<file path="src/rtl/sram_cyc_pkg.sv">
package sram_cyc_pkg;

  localparam int CNT_W = 5;  // holds the longest phase (25 + 1 strobe cycles)

  typedef enum logic [2:0] {
    PH_IDLE, PH_SETUP, PH_LEAD, PH_STROBE, PH_TRAIL, PH_HOLD, PH_DONE
  } phase_t;

  typedef struct packed {
    logic [2:0] ads;
    logic [2:0] adh;
    logic [2:0] rds;
    logic [2:0] rdh;
    logic [2:0] wts;
    logic [2:0] wth;
    logic       bsh;
    logic [3:0] wcode;
  } timing_t;

  function automatic timing_t unpack_timing(input logic [31:0] w);
    timing_t t;
    t.ads   = w[30:28];
    t.adh   = w[26:24];
    t.rds   = w[22:20];
    t.rdh   = w[18:16];
    t.wts   = w[14:12];
    t.wth   = w[10:8];
    t.bsh   = w[4];
    t.wcode = w[3:0];
    return t;
  endfunction

  // Non-linear code: identity up to 9, then steps of 2 up to 17, then 21, 25.
  function automatic logic [CNT_W-1:0] wait_cycles(input logic [3:0] c);
    if (c <= 4'd9)       return CNT_W'(c);
    else if (c <= 4'd13) return CNT_W'({c, 1'b0} - 5'd9);
    else if (c == 4'd14) return CNT_W'(21);
    else                 return CNT_W'(25);
  endfunction

endpackage

</file>
<file path="src/rtl/sram_cyc_seq.sv">
module sram_cyc_seq
  import sram_cyc_pkg::*;
(
  input  logic    clk,
  input  logic    rst,
  input  logic    start,
  input  logic    wr,
  input  timing_t cfg,
  output phase_t  phase,
  output phase_t  phase_nxt,
  output logic    eff_wr,
  output logic    eff_bsh,
  output logic    accept,
  output logic    last_strobe
);

  timing_t          t_q;
  timing_t          eff;
  logic             wr_q;
  logic [CNT_W-1:0] cnt;
  logic [CNT_W-1:0] cnt_nxt;
  logic             idle;
  phase_t           cand;

  function automatic logic [CNT_W-1:0] ph_len(input phase_t p, input timing_t t, input logic w);
    case (p)
      PH_SETUP:  return CNT_W'(t.ads);
      PH_LEAD:   return CNT_W'(w ? t.wts : t.rds);
      PH_STROBE: return wait_cycles(t.wcode) + CNT_W'(1);
      PH_TRAIL:  return CNT_W'(w ? t.wth : t.rdh);
      PH_HOLD:   return CNT_W'(t.adh);
      PH_DONE:   return CNT_W'(1);
      default:   return '0;
    endcase
  endfunction

  function automatic phase_t next_ph(input phase_t p);
    case (p)
      PH_SETUP:  return PH_LEAD;
      PH_LEAD:   return PH_STROBE;
      PH_STROBE: return PH_TRAIL;
      PH_TRAIL:  return PH_HOLD;
      PH_HOLD:   return PH_DONE;
      default:   return PH_IDLE;
    endcase
  endfunction

  always_comb begin
    idle        = (phase == PH_IDLE);
    eff         = idle ? cfg : t_q;
    eff_wr      = idle ? wr : wr_q;
    eff_bsh     = eff.bsh;
    accept      = idle && start;
    last_strobe = (phase == PH_STROBE) && (cnt == '0);
    phase_nxt   = phase;
    cnt_nxt     = idle ? '0 : cnt - CNT_W'(1);
    cand        = PH_IDLE;
    if (accept || (!idle && cnt == '0)) begin
      cand = accept ? PH_SETUP : next_ph(phase);
      // at most two zero-length phases can follow each other
      for (int i = 0; i < 2; i++) begin
        if (cand != PH_IDLE && ph_len(cand, eff, eff_wr) == '0)
          cand = next_ph(cand);
      end
      phase_nxt = cand;
      cnt_nxt   = (cand == PH_IDLE) ? '0 : ph_len(cand, eff, eff_wr) - CNT_W'(1);
    end
  end

  always_ff @(posedge clk) begin
    if (rst) begin
      phase <= PH_IDLE;
      cnt   <= '0;
      t_q   <= '0;
      wr_q  <= 1'b0;
    end else begin
      phase <= phase_nxt;
      cnt   <= cnt_nxt;
      if (accept) begin
        t_q  <= cfg;
        wr_q <= wr;
      end
    end
  end

  a_r10_timing_held: assert property (@(posedge clk) disable iff (rst)
    (phase != PH_IDLE) |=> ($stable(t_q) && $stable(wr_q)));
  a_r8_done_then_idle: assert property (@(posedge clk) disable iff (rst)
    (phase == PH_DONE) |=> (phase == PH_IDLE));

endmodule

</file>
<file path="src/rtl/sram_cyc_strobe.sv">
module sram_cyc_strobe
  import sram_cyc_pkg::*;
(
  input  logic   clk,
  input  logic   rst,
  input  phase_t phase_nxt,
  input  logic   wr_nxt,
  input  logic   bsh_nxt,
  output logic   csn,
  output logic   rdn,
  output logic   wen,
  output logic   bsn,
  output logic   adv,
  output logic   doe,
  output logic   done
);

  logic cs_on;
  logic strobe_on;
  logic cs_first;

  always_comb begin
    cs_on     = (phase_nxt == PH_LEAD) || (phase_nxt == PH_STROBE) || (phase_nxt == PH_TRAIL);
    strobe_on = (phase_nxt == PH_STROBE);
  end

  always_ff @(posedge clk) begin
    if (rst) begin
      csn      <= 1'b1;
      rdn      <= 1'b1;
      wen      <= 1'b1;
      bsn      <= 1'b1;
      adv      <= 1'b0;
      doe      <= 1'b0;
      done     <= 1'b0;
      cs_first <= 1'b0;
    end else begin
      csn      <= !cs_on;
      rdn      <= !(strobe_on && !wr_nxt);
      wen      <= !(strobe_on && wr_nxt);
      adv      <= cs_on || (phase_nxt == PH_SETUP) || (phase_nxt == PH_HOLD);
      doe      <= cs_on && wr_nxt;
      done     <= (phase_nxt == PH_DONE);
      bsn      <= !(cs_on && (csn || (bsh_nxt && cs_first)));
      cs_first <= cs_on && csn;
    end
  end

  a_r3_rd_inside_cs: assert property (@(posedge clk) disable iff (rst) !rdn |-> !csn);
  a_r4_we_inside_cs: assert property (@(posedge clk) disable iff (rst) !wen |-> !csn);
  a_r4_one_strobe:   assert property (@(posedge clk) disable iff (rst) !(!rdn && !wen));
  a_r6_bs_inside_cs: assert property (@(posedge clk) disable iff (rst) !bsn |-> !csn);
  a_r6_bs_on_cs:     assert property (@(posedge clk) disable iff (rst) $fell(csn) |-> !bsn);
  a_r2_adv_cover:    assert property (@(posedge clk) disable iff (rst) !csn |-> adv);
  a_r8_done_pulse:   assert property (@(posedge clk) disable iff (rst) done |=> !done);
  a_r8_done_quiet:   assert property (@(posedge clk) disable iff (rst)
    done |-> (csn && rdn && wen && bsn && !adv));

endmodule

</file>
<file path="src/rtl/sram_cycle_gen.sv">
module sram_cycle_gen
  import sram_cyc_pkg::*;
#(
  parameter int ADDR_W = 24,
  parameter int DATA_W = 16
) (
  input  logic              clk,
  input  logic              rst,
  input  logic              start,
  input  logic              wr,
  input  logic [ADDR_W-1:0] addr,
  input  logic [DATA_W-1:0] wdata,
  input  logic [31:0]       cfg,
  output logic              done,
  output logic [DATA_W-1:0] rdata,
  output logic              dev_adv,
  output logic [ADDR_W-1:0] dev_addr,
  output logic [DATA_W-1:0] dev_wdata,
  output logic              dev_doe,
  output logic              dev_csn,
  output logic              dev_rdn,
  output logic              dev_wen,
  output logic              dev_bsn,
  input  logic [DATA_W-1:0] dev_rdata
);

  phase_t phase;
  phase_t phase_nxt;
  logic   eff_wr;
  logic   eff_bsh;
  logic   accept;
  logic   last_strobe;
  logic   capture;

  sram_cyc_seq u_seq (
    .clk         (clk),
    .rst         (rst),
    .start       (start),
    .wr          (wr),
    .cfg         (unpack_timing(cfg)),
    .phase       (phase),
    .phase_nxt   (phase_nxt),
    .eff_wr      (eff_wr),
    .eff_bsh     (eff_bsh),
    .accept      (accept),
    .last_strobe (last_strobe)
  );

  sram_cyc_strobe u_strobe (
    .clk       (clk),
    .rst       (rst),
    .phase_nxt (phase_nxt),
    .wr_nxt    (eff_wr),
    .bsh_nxt   (eff_bsh),
    .csn       (dev_csn),
    .rdn       (dev_rdn),
    .wen       (dev_wen),
    .bsn       (dev_bsn),
    .adv       (dev_adv),
    .doe       (dev_doe),
    .done      (done)
  );

  assign capture = last_strobe && !eff_wr;

  always_ff @(posedge clk) begin
    if (rst) begin
      dev_addr  <= '0;
      dev_wdata <= '0;
      rdata     <= '0;
    end else begin
      if (accept) begin
        dev_addr  <= addr;
        dev_wdata <= wdata;
      end
      if (capture) rdata <= dev_rdata;
    end
  end

  a_r9_rdata_hold: assert property (@(posedge clk) disable iff (rst)
    !capture |=> $stable(rdata));
  a_r9_capture_in_read: assert property (@(posedge clk) disable iff (rst)
    capture |-> (!dev_rdn && dev_wen));
  a_r7_addr_steady: assert property (@(posedge clk) disable iff (rst)
    (dev_adv && $past(dev_adv)) |-> $stable(dev_addr));

endmodule

</file>
<file path="config.mk">
export PLATFORM = sky130hd
export DESIGN_NAME = sram_cycle_gen
export DESIGN_NICKNAME = d
export VERILOG_FILES = /design/src/rtl/sram_cyc_pkg.sv /design/src/rtl/sram_cyc_seq.sv /design/src/rtl/sram_cyc_strobe.sv /design/src/rtl/sram_cycle_gen.sv
export SDC_FILE = /design/constraint.sdc
export NUM_CORES = 1
export LEC_CHECK = 0
export ABC_CLOCK_PERIOD_IN_PS = 14960
export BUFFER_PORTS_ARGS = -buffer_cell sky130_fd_sc_hd__buf_4
export CORE_MARGIN = 2
export CORE_UTILIZATION = 55
export DETAILED_ROUTE_END_ITERATION = 12
export MAX_ROUTING_LAYER = met4
export PLACE_DENSITY = 0.85
export SLEW_MARGIN = 20
export SYNTH_ARGS = -nofsm -noshare
export SYNTH_HDL_FRONTEND = slang
export SYNTH_SLANG_ARGS = --single-unit
</file>
<file path="constraint.sdc">
create_clock -name clk -period 14.96 [get_ports clk]
set_input_delay 4.488 -clock clk [delete_from_list [all_inputs] [get_ports clk]]
set_output_delay 4.488 -clock clk [all_outputs]
set_load 0.02 [all_outputs]
</file>
==> flow_summary_export.csv <==
group,metric,value,unit
clock_tree,cts_max_level,3,
drt,drt.antenna.violating_nets,0,
global_route,grt_pass1_wl,22.76,mm
drt,drc,0,
place,io_buffers,145,
place,dpl-instance-area,5982,um2
drt,wl,13.96,mm
power_and_ir_drop,power.density,209.5,nW/um2
clock_tree,cts.sinks,95,
final_layout,fin_area,6200,um2
floorplan,die_h,98.16,um
clock_tree,ctsHoldBuffers,0,
logic_synthesis,ys_types,77,
worst_setup_path,crit_arrival,9.77,ns
floorplan,io_pins,155,
sta,finalCriticalPeriod,9.482,ns
sta,finalHoldViolCount,0,
logic_synthesis,ys.warnings.count,0,
worst_setup_path,slowest_delay,0.53,ns
sta,fin_ws,5.478,ns
floorplan,fp.dieArea,9634,um2
clock_tree,post_cts_resize_count,0,
run,maxCapViolations,0,
global_route,grt_use_total,29.35,%
logic_synthesis,synth_top_family_by_area,"simple AND/OR/NAND/NOR gates",
sta,worst_pin_slew,0.9317,ns
clock_tree,clk_pin_slew_worst_paths,0.09,ns
logic_synthesis,synth.area.mux_share,2.771,%
clock_tree,clkLatencyLatePin,0.37,ns
sta,fmax,105.5,MHz
floorplan,initial_core_util,56.19,%
logic_synthesis,syn_inst,633,
logic_synthesis,synthAdderAreaFrac,1.540,%
sta,setup-tns-final,0,ns
logic_synthesis,yosysSeqAreaShare,39.00,%
final_layout,area_delta_synth_final,27.15,%
logic_synthesis,synthArstFlopShare,0,%
global_route,grt_remaining_overflow,0,
worst_setup_path,slowest_stage,"a222oi_1",
drt,drt_iter0_drc,329,
global_route,grt_max_degree,94,
sta,worst_clock_skew,0.01886,ns
final_layout,antenna_cells,0,
clock_tree,clock-root-buffer,"clkbuf_8",
floorplan,die_w,98.16,um
hold_path,hp-class,"reg -> reg",
logic_synthesis,synth_flop_cell,"dfxtp_1",
drt,num_vias,5042,
sta,min_period_over_period,63.38,%
place,hpwl,9.977,mm
global_route,antenna_found_initial,0,
place,dp_slack,5.192,ns
worst_setup_path,cp_max_fo,7,
power_and_ir_drop,p_leak,2.551,nW
clock_tree,clock_path_buffers,2,
clock_tree,cts_setup_buffers,0,
sta,slew_viol_final,0,
sta,rsz0062_at_grt,"false",
logic_synthesis,syn-cell-area,4876,um2
place,gp_congestion,0.9831,
worst_setup_path,crit_chain,"buf_4, or4b_1, nand2_1, inv_1, ha_1, nor2_1, nor3_1, or2_2, nand2_1, ha_1, a222oi_1, o311a_2, nor2_1, or2_1, a2111oi_0, o21ai_0, a211o_1, and2_1, ha_1, xor2_1, o22a_1, nor2_1",
drt,firstDrtPassIters,7,
logic_synthesis,synth-seq-cells,95,
floorplan,rows,34,
sta,slew_headroom,37.88,%
floorplan,fp.coreArea,8678,um2
worst_setup_path,critPathLaunchType,"input port",
drt,wl_per_cell,16.08,um
global_route,grt_pass1_vias,4814,
worst_setup_path,path_buf_inv,2,
worst_setup_path,path_class,"in -> reg",
power_and_ir_drop,peakVddDrop,0.1137,mV
logic_synthesis,synth_simple_gate_area_share,26.94,%
logic_synthesis,synth_compound_area_share,24.17,%
logic_synthesis,syn_avg_cell_area,7.703,um2
logic_synthesis,syn_nets,731,
worst_setup_path,worst_path_dominant_cell_family,"simple AND/OR/NAND/NOR gates",
run_status,status,"finished clean",
worst_setup_path,required,15.25,ns
drt,routed_via_density,5.809,
clock_tree,cts_tree,"yes",
final_layout,drive_above_1_share,26.45,%
clock_tree,cts_made_buffers,9,
logic_synthesis,synth_xor_xnor_area_share,1.078,%
logic_synthesis,synth_edf_count,0,
sta,setup_violations,0,
worst_setup_path,endpoint_kind,"register",
final_layout,fin_nets,853,
==> layout make-up <==
type	instances	area, um2
fillers	712	2479
flip-flops and latches	95	1902
inverters	10	37.54
clock inverters	6	80.08
multi-input cells	487	2766
well taps	108	135.1
repair buffers	152	1141
clock buffers	10	137.6
==> cell families after synthesis <==
group	count (synthesis)
AO/OA/AOI/OAI	174
AND/OR/NAND/NOR	288
XOR/XNOR	6
flip-flops	95
adder cells (fa/ha/maj)	6
multiplexers	13
buffers and inverters	51
==> path summary, 6_finish.rpt <==
path / startpoint / to / slack [ns] / cells after the start
worst max-delay path: cfg[0] / u_seq.cnt[2] / 5.48 / 22
worst min register to register: dev_addr[6] / dev_addr[6] / 0.46 / 2
worst min-delay path: dev_addr[6] / dev_addr[6] / 0.46 / 2
worst max register to register: u_seq.phase[1] / u_seq.cnt[2] / 9.03 / 22
==> flip-flops by register name (all words and copies together), names as in the netlist, 3 cells and up <==
register / count
u_seq.t_q: 22
u_seq.cnt: 5
rdata: 16
u_seq.phase: 3
dev_wdata: 16
dev_addr: 24
==> cells in the mapped netlist (3+ instances only) <==
library cell / instances / share of area (%)
a21o_1: 4 / 0.62
o31ai_1: 4 / 0.62
ha_1: 6 / 1.5
nor2_1: 31 / 2.4
a211oi_1: 8 / 1.2
inv_1: 10 / 0.77
or2_2: 5 / 0.64
nor4b_1: 6 / 1.1
o2111ai_1: 3 / 0.54
dfxtp_1: 95 / 39
o21ai_0: 10 / 1.0
xnor2_1: 3 / 0.54
nand4_1: 3 / 0.38
o311a_1: 3 / 0.62
nand2_1: 183 / 14
nand3_1: 5 / 0.51
nor3_1: 11 / 1.1
mux2_2: 4 / 0.92
a31oi_1: 3 / 0.38
nor3_2: 3 / 0.62
or3_1: 6 / 0.77
buf_1: 4 / 0.31
clkbuf_1: 30 / 2.3
nor3b_1: 3 / 0.46
nand2b_1: 3 / 0.38
mux2i_1: 9 / 1.8
xor2_1: 3 / 0.54
nor2b_1: 5 / 0.64
buf_6: 3 / 0.69
a211o_1: 3 / 0.54
buf_2: 4 / 0.41
nor4_1: 3 / 0.38
a41oi_1: 3 / 0.54
a21oi_1: 90 / 9.2
and2_1: 6 / 0.77
o211ai_1: 5 / 0.77
==> power breakdown <==
part / leakage (nW) / switching [mW] / total [mW] / internal [mW]
logic: 1.67 / 0.497 / 0.793 / 0.296
clock network: 0.106 / 0.0969 / 0.181 / 0.0844
registers: 0.777 / 0.0259 / 0.324 / 0.298
==> layout by cell type (no fill, tap or decap), drive strengths merged, types with 6 or more instances in the layout <==
| cell | count |
|---|---|
| nor4b | 7 |
| a21oi | 90 |
| or3 | 6 |
| mux2i | 9 |
| and2 | 6 |
| ha | 6 |
| nor2 | 32 |
| dfxtp | 95 |
| a211oi | 10 |
| nor3 | 14 |
| o21ai | 13 |
| nand2 | 183 |
| clkbuf | 10 |
| o211ai | 6 |
| or2 | 7 |
| buf | 152 |
| inv | 11 |
==> metal layers <==
layer  track usage, %  vias to the layer above  routed length (um)  share of wire, %
li1                 -                     2472                   -                 -
met5                -                        -                   0                 0
met3            3.937                       15                 973               7.0
met4            9.905                        0                 209               1.5
met1            37.21                     2366                5872                42
met2            48.58                      189                6905                49
==> metrics by stage <==
stage	cells	hold WS [ns]	util (%)	power (mW)
2_1_floorplan	633	0.4363	-	0.9114
3_3_place_gp	852	0.4415	68.93	1.090
3_5_place_dp	852	0.4471	68.93	1.108
4_1_cts	868	0.4611	71.44	1.290
5_1_grt	868	0.4784	71.44	1.391
6_report	868	0.4584	71.44	1.299
==> worst register-to-register path, delay by kind of cell, from the launching register on <==
kind | cells | cell delay (ns)
and+or+nand+nor | 10 | 2.35
AOI/OAI and AO/OA | 6 | 1.88
DFF | 1 | 0.31
buffers and inverters | 2 | 0.34
adders and majority gates | 3 | 0.80
xor gates and xnor gates | 1 | 0.17
No activity file was read; power rests on OpenSTA's default activity.
